## src/rtl/mdw_pkg.sv

```systemverilog
package mdw_pkg;

    typedef enum logic [2:0] {
        OP_INSERT   = 3'd0,
        OP_REGRDY   = 3'd1,
        OP_NSRDY    = 3'd2,
        OP_RESCHED  = 3'd3,
        OP_REPLAY   = 3'd4,
        OP_COMPLETE = 3'd5
    } mdw_op_e;

    typedef enum logic [1:0] {
        K_LOAD    = 2'd0,
        K_STORE   = 2'd1,
        K_FULLBAR = 2'd2,
        K_WRBAR   = 2'd3
    } mdw_kind_e;

    // Per-slot state bits; sequence number and wait tag are kept apart
    typedef struct packed {
        logic      vld;
        logic      mem_rdy;
        logic      reg_rdy;
        logic      fire;
        logic      waiting;
        logic      nonspec;
        mdw_kind_e kind;
    } mdw_slot_t;

    function automatic logic is_barrier(mdw_kind_e k);
        return (k == K_FULLBAR) || (k == K_WRBAR);
    endfunction

endpackage

```

## src/rtl/mdw_pick.sv

```systemverilog
module mdw_pick #(
    parameter int N  = 8,
    parameter int IW = 3
) (
    input  logic [N-1:0]  req,
    output logic          any,
    output logic [IW-1:0] idx
);
    always_comb begin
        any = |req;
        idx = '0;
        for (int i = N - 1; i >= 0; i--) begin
            if (req[i]) idx = IW'(i);
        end
    end
endmodule

```

## src/rtl/mdw_fifo.sv

```systemverilog
module mdw_fifo #(
    parameter int W     = 3,
    parameter int DEPTH = 8
) (
    input  logic         clk,
    input  logic         rst,
    input  logic         push,
    input  logic [W-1:0] din,
    input  logic         pop,
    output logic [W-1:0] dout,
    output logic         empty
);
    localparam int PW = (DEPTH > 1) ? $clog2(DEPTH) : 1;

    logic [W-1:0]  mem [DEPTH];
    logic [PW-1:0] wp, rp;
    logic [PW:0]   cnt;
    logic          full, do_push, do_pop;

    assign empty   = (cnt == '0);
    assign full    = (cnt == (PW+1)'(DEPTH));
    assign do_push = push && !full;
    assign do_pop  = pop && !empty;
    assign dout    = mem[rp];

    always_ff @(posedge clk) begin
        if (do_push) mem[wp] <= din;
    end

    always_ff @(posedge clk) begin
        if (rst) begin
            wp  <= '0;
            rp  <= '0;
            cnt <= '0;
        end else begin
            if (do_push) wp <= (wp == PW'(DEPTH - 1)) ? '0 : wp + PW'(1);
            if (do_pop)  rp <= (rp == PW'(DEPTH - 1)) ? '0 : rp + PW'(1);
            cnt <= cnt + (PW+1)'(do_push) - (PW+1)'(do_pop);
        end
    end
endmodule

```

## src/rtl/mdw_tracker.sv

```systemverilog
module mdw_tracker
    import mdw_pkg::*;
#(
    parameter int SEQ_W = 8,
    parameter int DEPTH = 8,
    parameter int CNT_W = 16
) (
    input  logic             clk,
    input  logic             rst,
    input  logic             cmd_valid,
    input  logic [2:0]       cmd_op,
    input  logic [SEQ_W-1:0] cmd_seq,
    input  logic [1:0]       cmd_kind,
    input  logic             cmd_nonspec,
    input  logic [SEQ_W-1:0] cmd_pred,
    input  logic             cmd_regs,
    output logic             ins_ready,
    output logic             rel_valid,
    input  logic             rel_ready,
    output logic [SEQ_W-1:0] rel_seq,
    output logic             err,
    output logic [CNT_W-1:0] n_loads,
    output logic [CNT_W-1:0] n_stores,
    output logic [CNT_W-1:0] n_ld_wait,
    output logic [CNT_W-1:0] n_st_wait
);
    localparam int IDX_W = (DEPTH > 1) ? $clog2(DEPTH) : 1;

    mdw_slot_t        slot   [DEPTH];
    logic [SEQ_W-1:0] seq_q  [DEPTH];
    logic [SEQ_W-1:0] wtag_q [DEPTH];

    logic             ldb_q, stb_q, drain_q;
    logic [SEQ_W-1:0] ldb_sn, stb_sn;

    mdw_op_e          op;
    mdw_kind_e        kind;
    logic [SEQ_W-1:0] prod;
    logic [DEPTH-1:0] cmd_hit, prod_hit, free_v, fire_v;
    logic             hit_any, free_any, fire_any;
    logic [IDX_W-1:0] hit_idx, free_idx, fire_idx, fq_dout;
    logic             fq_empty, use_fifo, take;
    logic             ins_ok, plain_op, dep_found, wait_now, miss, is_evt;
    mdw_slot_t        new_slot;

    assign op   = mdw_op_e'(cmd_op);
    assign kind = mdw_kind_e'(cmd_kind);

    // A pending barrier of the matching kind overrides the predictor
    always_comb begin
        if (kind == K_LOAD && ldb_q)       prod = ldb_sn;
        else if (kind == K_STORE && stb_q) prod = stb_sn;
        else                               prod = cmd_pred;
    end

    for (genvar g = 0; g < DEPTH; g++) begin : g_slot
        assign cmd_hit[g]  = slot[g].vld && (seq_q[g] == cmd_seq);
        assign prod_hit[g] = slot[g].vld && (seq_q[g] == prod);
        assign free_v[g]   = !slot[g].vld;
        assign fire_v[g]   = slot[g].fire;
    end

    mdw_pick #(.N(DEPTH), .IW(IDX_W)) u_pick_hit  (.req(cmd_hit), .any(hit_any),  .idx(hit_idx));
    mdw_pick #(.N(DEPTH), .IW(IDX_W)) u_pick_free (.req(free_v),  .any(free_any), .idx(free_idx));
    mdw_pick #(.N(DEPTH), .IW(IDX_W)) u_pick_fire (.req(fire_v),  .any(fire_any), .idx(fire_idx));

    mdw_fifo #(.W(IDX_W), .DEPTH(DEPTH)) u_replay (
        .clk   (clk),
        .rst   (rst),
        .push  (cmd_valid && op == OP_RESCHED && hit_any),
        .din   (hit_idx),
        .pop   (take && use_fifo),
        .dout  (fq_dout),
        .empty (fq_empty)
    );

    assign ins_ready = free_any;
    assign use_fifo  = drain_q && !fq_empty;
    assign rel_valid = use_fifo || fire_any;
    assign rel_seq   = use_fifo ? seq_q[fq_dout] : seq_q[fire_idx];
    assign take      = rel_valid && rel_ready;

    assign ins_ok    = cmd_valid && op == OP_INSERT && free_any;
    assign plain_op  = !cmd_nonspec && !is_barrier(kind);
    assign dep_found = (prod != '0) && (|prod_hit);
    assign wait_now  = plain_op && dep_found;
    assign is_evt    = cmd_valid && (op == OP_REGRDY || op == OP_NSRDY ||
                                     op == OP_RESCHED || op == OP_COMPLETE);
    assign miss      = (is_evt && !hit_any) || (cmd_valid && op == OP_INSERT && !free_any);

    always_comb begin
        new_slot         = '0;
        new_slot.vld     = 1'b1;
        new_slot.mem_rdy = plain_op && !dep_found;
        new_slot.reg_rdy = cmd_regs;
        new_slot.fire    = plain_op && !dep_found && cmd_regs;
        new_slot.waiting = wait_now;
        new_slot.nonspec = cmd_nonspec;
        new_slot.kind    = kind;
    end

    always_ff @(posedge clk) begin
        if (rst) begin
            for (int i = 0; i < DEPTH; i++) begin
                slot[i]   <= '0;
                seq_q[i]  <= '0;
                wtag_q[i] <= '0;
            end
            ldb_q     <= 1'b0;
            stb_q     <= 1'b0;
            ldb_sn    <= '0;
            stb_sn    <= '0;
            drain_q   <= 1'b0;
            err       <= 1'b0;
            n_loads   <= '0;
            n_stores  <= '0;
            n_ld_wait <= '0;
            n_st_wait <= '0;
        end else begin
            err <= miss;
            if (take && !use_fifo) slot[fire_idx].fire <= 1'b0;

            if (cmd_valid && op == OP_REPLAY) drain_q <= 1'b1;
            else if (fq_empty)                drain_q <= 1'b0;

            if (ins_ok) begin
                slot[free_idx]   <= new_slot;
                seq_q[free_idx]  <= cmd_seq;
                wtag_q[free_idx] <= prod;
                if (kind == K_FULLBAR) begin
                    ldb_q  <= 1'b1;
                    ldb_sn <= cmd_seq;
                end
                if (is_barrier(kind)) begin
                    stb_q  <= 1'b1;
                    stb_sn <= cmd_seq;
                end
                if (kind == K_LOAD) begin
                    n_loads <= n_loads + CNT_W'(1);
                    if (wait_now) n_ld_wait <= n_ld_wait + CNT_W'(1);
                end
                if (kind == K_STORE) begin
                    n_stores <= n_stores + CNT_W'(1);
                    if (wait_now) n_st_wait <= n_st_wait + CNT_W'(1);
                end
            end else if (is_evt && hit_any) begin
                case (op)
                    OP_REGRDY: begin
                        slot[hit_idx].reg_rdy <= 1'b1;
                        if (slot[hit_idx].mem_rdy) slot[hit_idx].fire <= 1'b1;
                    end
                    OP_NSRDY: slot[hit_idx].fire <= 1'b1;
                    OP_COMPLETE: begin
                        // Broadcast the finished tag to every waiter
                        for (int i = 0; i < DEPTH; i++) begin
                            if (slot[i].vld && slot[i].waiting && wtag_q[i] == cmd_seq) begin
                                slot[i].waiting <= 1'b0;
                                slot[i].mem_rdy <= 1'b1;
                                if (slot[i].reg_rdy) slot[i].fire <= 1'b1;
                            end
                        end
                        slot[hit_idx] <= '0;
                        if (ldb_q && ldb_sn == cmd_seq) ldb_q <= 1'b0;
                        if (stb_q && stb_sn == cmd_seq) stb_q <= 1'b0;
                    end
                    default: ;
                endcase
            end
        end
    end
endmodule

```

## config.mk

```make
export PLATFORM = sky130hd
export DESIGN_NAME = mdw_tracker
export DESIGN_NICKNAME = d
export VERILOG_FILES = /design/src/rtl/mdw_pkg.sv /design/src/rtl/mdw_pick.sv /design/src/rtl/mdw_fifo.sv /design/src/rtl/mdw_tracker.sv
export SDC_FILE = /design/constraint.sdc
export NUM_CORES = 1
export LEC_CHECK = 0
export ABC_AREA = 1
export BUFFER_PORTS_ARGS = -buffer_cell sky130_fd_sc_hd__buf_2
export CORE_MARGIN = 5
export CORE_UTILIZATION = 56
export DETAILED_ROUTE_END_ITERATION = 16
export PLACE_DENSITY_LB_ADDON = 0.15
export RECOVER_POWER = 25
export SYNTH_ARGS = -nofsm -noshare
export SYNTH_HDL_FRONTEND = slang
export SYNTH_SLANG_ARGS = --single-unit
```

## constraint.sdc

```tcl
create_clock -name clk -period 3.4 [get_ports clk]
set_clock_uncertainty 0.2 [all_clocks]
set_input_delay 0.68 -clock clk [delete_from_list [all_inputs] [get_ports clk]]
set_output_delay 0.68 -clock clk [all_outputs]
set_load 0.02 [all_outputs]
```

==> results.toml <==
[outcome]
status = "finished, violations left"
violations = "setup timing"

[yosys]
yosysUniqueCellTypes = 56
synthTopCellsByCount = "350 x nand2_1, 344 x nor2_1, 233 x inv_1, 182 x edfxtp_1, 143 x o21ai_0"
synth-seq-cells = 289
synth_top_area_share_pct = 32.0
synth.area.top_cells = "edfxtp_1 32%, dfxtp_1 13%, nand2_1 7.7%"
yosysMostFrequentCell = "nand2_1"
yosysWarningCount = 0
yosysTopAreaCell = "edfxtp_1"
synth_flop_cell = "edfxtp_1"
syn_area_sq_um = 17100
synthArstFlopShare_pct = 0
synth_edf_count = 182
syn_area_per_cell_sq_um = 7.79
yosysSeqAreaShare_pct = 44.5
syn-num-nets = 2235
netlist_instances = 2193

[grt]
grt_antenna_before_repair = 0
grt_usage_pct = 37.4
grt_pass1_vias = 17000
grt_pass1_wl_um = 98700
grt_overflow = 0
grt_max_degree = 71

[sta]
slew_headroom_pct = 50.4
slew_violations = 0
hold_viol_final = 0
setup_viol = 67
final.period_utilization_pct = 106
tightest_slew_ns = 0.744
fmax_ghz = 0.277
min_period_ns = 3.62
setup_ws_ns = -0.217
rsz0062_at_grt = "yes"

[clocking]
cts_sinks = 289
clock_latency_ns = 0.58
ctsHoldBuffers = 0
htreeDepth = 1
cts_tree = "built"
cts_buffers = 31
clock-root-buffer = "clkbuf_16"
clkTransAtPathRegs_ns = 0.08
clockBufferDepth = 3

[placement]
dp_hpwl_um = 47800
dp_cells = 2890
portBuffers = 101
gp_congestion = 1.01

[worst_setup_path]
cp_slowest_stage_delay_ns = 0.45
slowest_stage = "edfxtp_1"
worstSetupPathType = "register to register"
crit_start = "seq_q[1][0]$_SDFFCE_PN0P_"
r2r_start = "seq_q[1][0]$_SDFFCE_PN0P_"
worstPathArrival_ns = 3.71
r2r_end = "slot[5][5]$_SDFFCE_PN0P_"
path_max_fanout = 6
start_kind = "register"
crit_path_end_kind = "register"
reg2reg_depth = 22
crit_path_cell_trace = "inv_1 > nand2_1 > o211ai_1 > nor3_2 > clkbuf_4 > nand3_1 > nand2_2 > buf_4 > a21oi_4 > nand3_2 > nand2_1 > inv_1 > nand3_2 > nand2_2 > nand3_4 > nand4_1 > nand2_8 > nand2_8 > nor2_4 > buf_4 > nand2_4 > nand2_1"
cpMostUsedCell = "nand2_1"
reg2reg_setup_slack_ns = -0.22
required_ns = 3.49

[layout]
regArea_sq_um = 7610
n_antenna_cell = 0
instances_no_fill = 3006
drive_gt1_share_pct = 25.5
finalNetCount = 2628
fill_cells = 2356
multi_input_area_sq_um = 8880
syn2layout_area_growth_pct = 31.7
utilization_pct = 74.2

[routing]
wl_per_cell_um = 22.4
wl_um = 67200
drc_errors = 0
drtPass1Iterations = 6
vias = 18200
drt_iter0_markers = 2443
postRouteAntennaNets = 0
vias_per_cell = 6.06

[hold_path]
hold-path-cell-count = 3
hp-class = "input pin to register"
hold_start = "cmd_valid"
min_to = "drain_q$_SDFFE_PP0P_"

[die]
ioPinCount = 102
dieArea_sq_um = 34100
fp.dieW_um = 185
core-area_sq_um = 30300
die_h_um = 185
placementRows = 64
initial_core_util_pct = 56.3

[job]
cap_viol_max_count = 0

[pwr]
irDropWorstVdd_uv = 447
p_leak_nw = 9.31
fin_total_pwr_mw = 8.60
power_density_nw_per_um2 = 382
worst max-delay path by stage:
stage	to	slack (ns)	cells after the start
final	slot[5][5]$_SDFFCE_PN0P_	-0.22	22
after global routing	slot[1][3]$_DFFE_PP_	-0.35	23
after CTS	rel_seq[3]	-0.11	12
after detailed placement	n_st_wait[9]$_SDFFE_PP0P_	-0.61	19
after global placement	n_st_wait[9]$_SDFFE_PP0P_	-0.59	19
after floorplan	slot[5][3]$_SDFFCE_PN0P_	-0.009	20
layout make-up:
class | count | area share [%]
Clock buffer | 40 | 3.78
Clock inverter | 17 | 0.967
Inverter | 255 | 4.39
Multi-Input combinational cell | 1554 | 39.5
Sequential cell | 289 | 33.8
Tap cell | 396 | 2.20
Timing Repair Buffer | 454 | 15.4
Timing Repair inverter | 1 | 0.0167
power breakdown:
part	switching (mW)	total (mW)	internal [mW]
registers	0.0716	3.86	3.79
logic	0.700	1.13	0.431
clock network	1.47	3.60	2.14
worst max-delay path, delay by kind of cell (launching register included):
family	cells	cell delay [ns]
and+or+nand+nor	15	1.72
buffers and inverters	5	0.65
DFF	1	0.45
AOI/OAI and AO/OA	2	0.31
metal layers:
layer | global-route usage, % | share of wire (%) | vias to the layer above
met4 | 14.5 | 5.7 | 0
li1 | - | - | 8232
met3 | 8.53 | 12 | 272
met1 | 51.0 | 38 | 8460
met5 | 0 | 0 | -
met2 | 58.3 | 44 | 1257
logic make-up (layout without fill, tap and decap cells):
| family | Yosys count | after routing | share of synthesized area [%] |
|---|---|---|---|
| AO/OA/AOI/OAI | 407 | 407 | 13.8 |
| XOR/XNOR | 92 | 92 | 4.71 |
| flip-flops | 289 | 289 | 44.5 |
| AND/OR/NAND/NOR | 1040 | 1040 | 27.3 |
| adder cells (fa/ha/maj) | 15 | 15 | 1.14 |
| buffers and inverters | 350 | 767 | 8.50 |
metrics by stage:
step / hold WS, ns / setup TNS [ns] / instance area [sq um] / setup slack [ns]
finish: 0.215 / -6.70 / 22500 / -0.217
detailed placement: 0.247 / -47.88 / 20000 / -0.613
global placement: 0.231 / -44.54 / 20000 / -0.594
floorplan: 0.255 / -0.0185 / 17200 / -0.00924
global route: 0.252 / -17.68 / 22500 / -0.353
CTS: 0.216 / -0.722 / 21600 / -0.112
layout by cell type (no fill, tap or decap), types with 11 or more instances in the layout:
cell and instances:
a21oi_1 126, a221oi_2 11, buf_12 18, buf_2 31
buf_4 321, buf_6 12, clkbuf_1 71, clkbuf_16 35
dfxtp_1 105, edfxtp_1 182, ha_1 14, inv_1 220
inv_2 24, nand2_1 317, nand2_2 33, nand2_4 18
nand3_1 107, nand3_2 17, nand4_1 54, nor2_1 321
nor2_2 15, nor2_4 24, nor3_1 56, nor3_2 11
nor4_1 25, o211ai_1 16, o21ai_0 120, o21ai_1 37
o22ai_1 27, xnor2_1 31, xor2_1 60
flip-flops by register name (all words and copies together), names as in the netlist, 8 cells and up, named ones only:
register,count
n_loads,16
u_replay.mem,24
n_ld_wait,16
slot,40
seq_q,64
stb_sn,8
n_st_wait,16
ldb_sn,8
n_stores,16
wtag_q,64
timing repair:
item / 4_1_cts / 5_1_grt
hold endpoints to repair: 0 / 0
endpoints found under the setup margin: 39 / 105
gates resized for setup: 80 / 159
cloned: 5 / 3
setup buffers: 13 / 39
pin swaps: 11 / 71
Note: power is estimated with default switching activity, not from simulation.
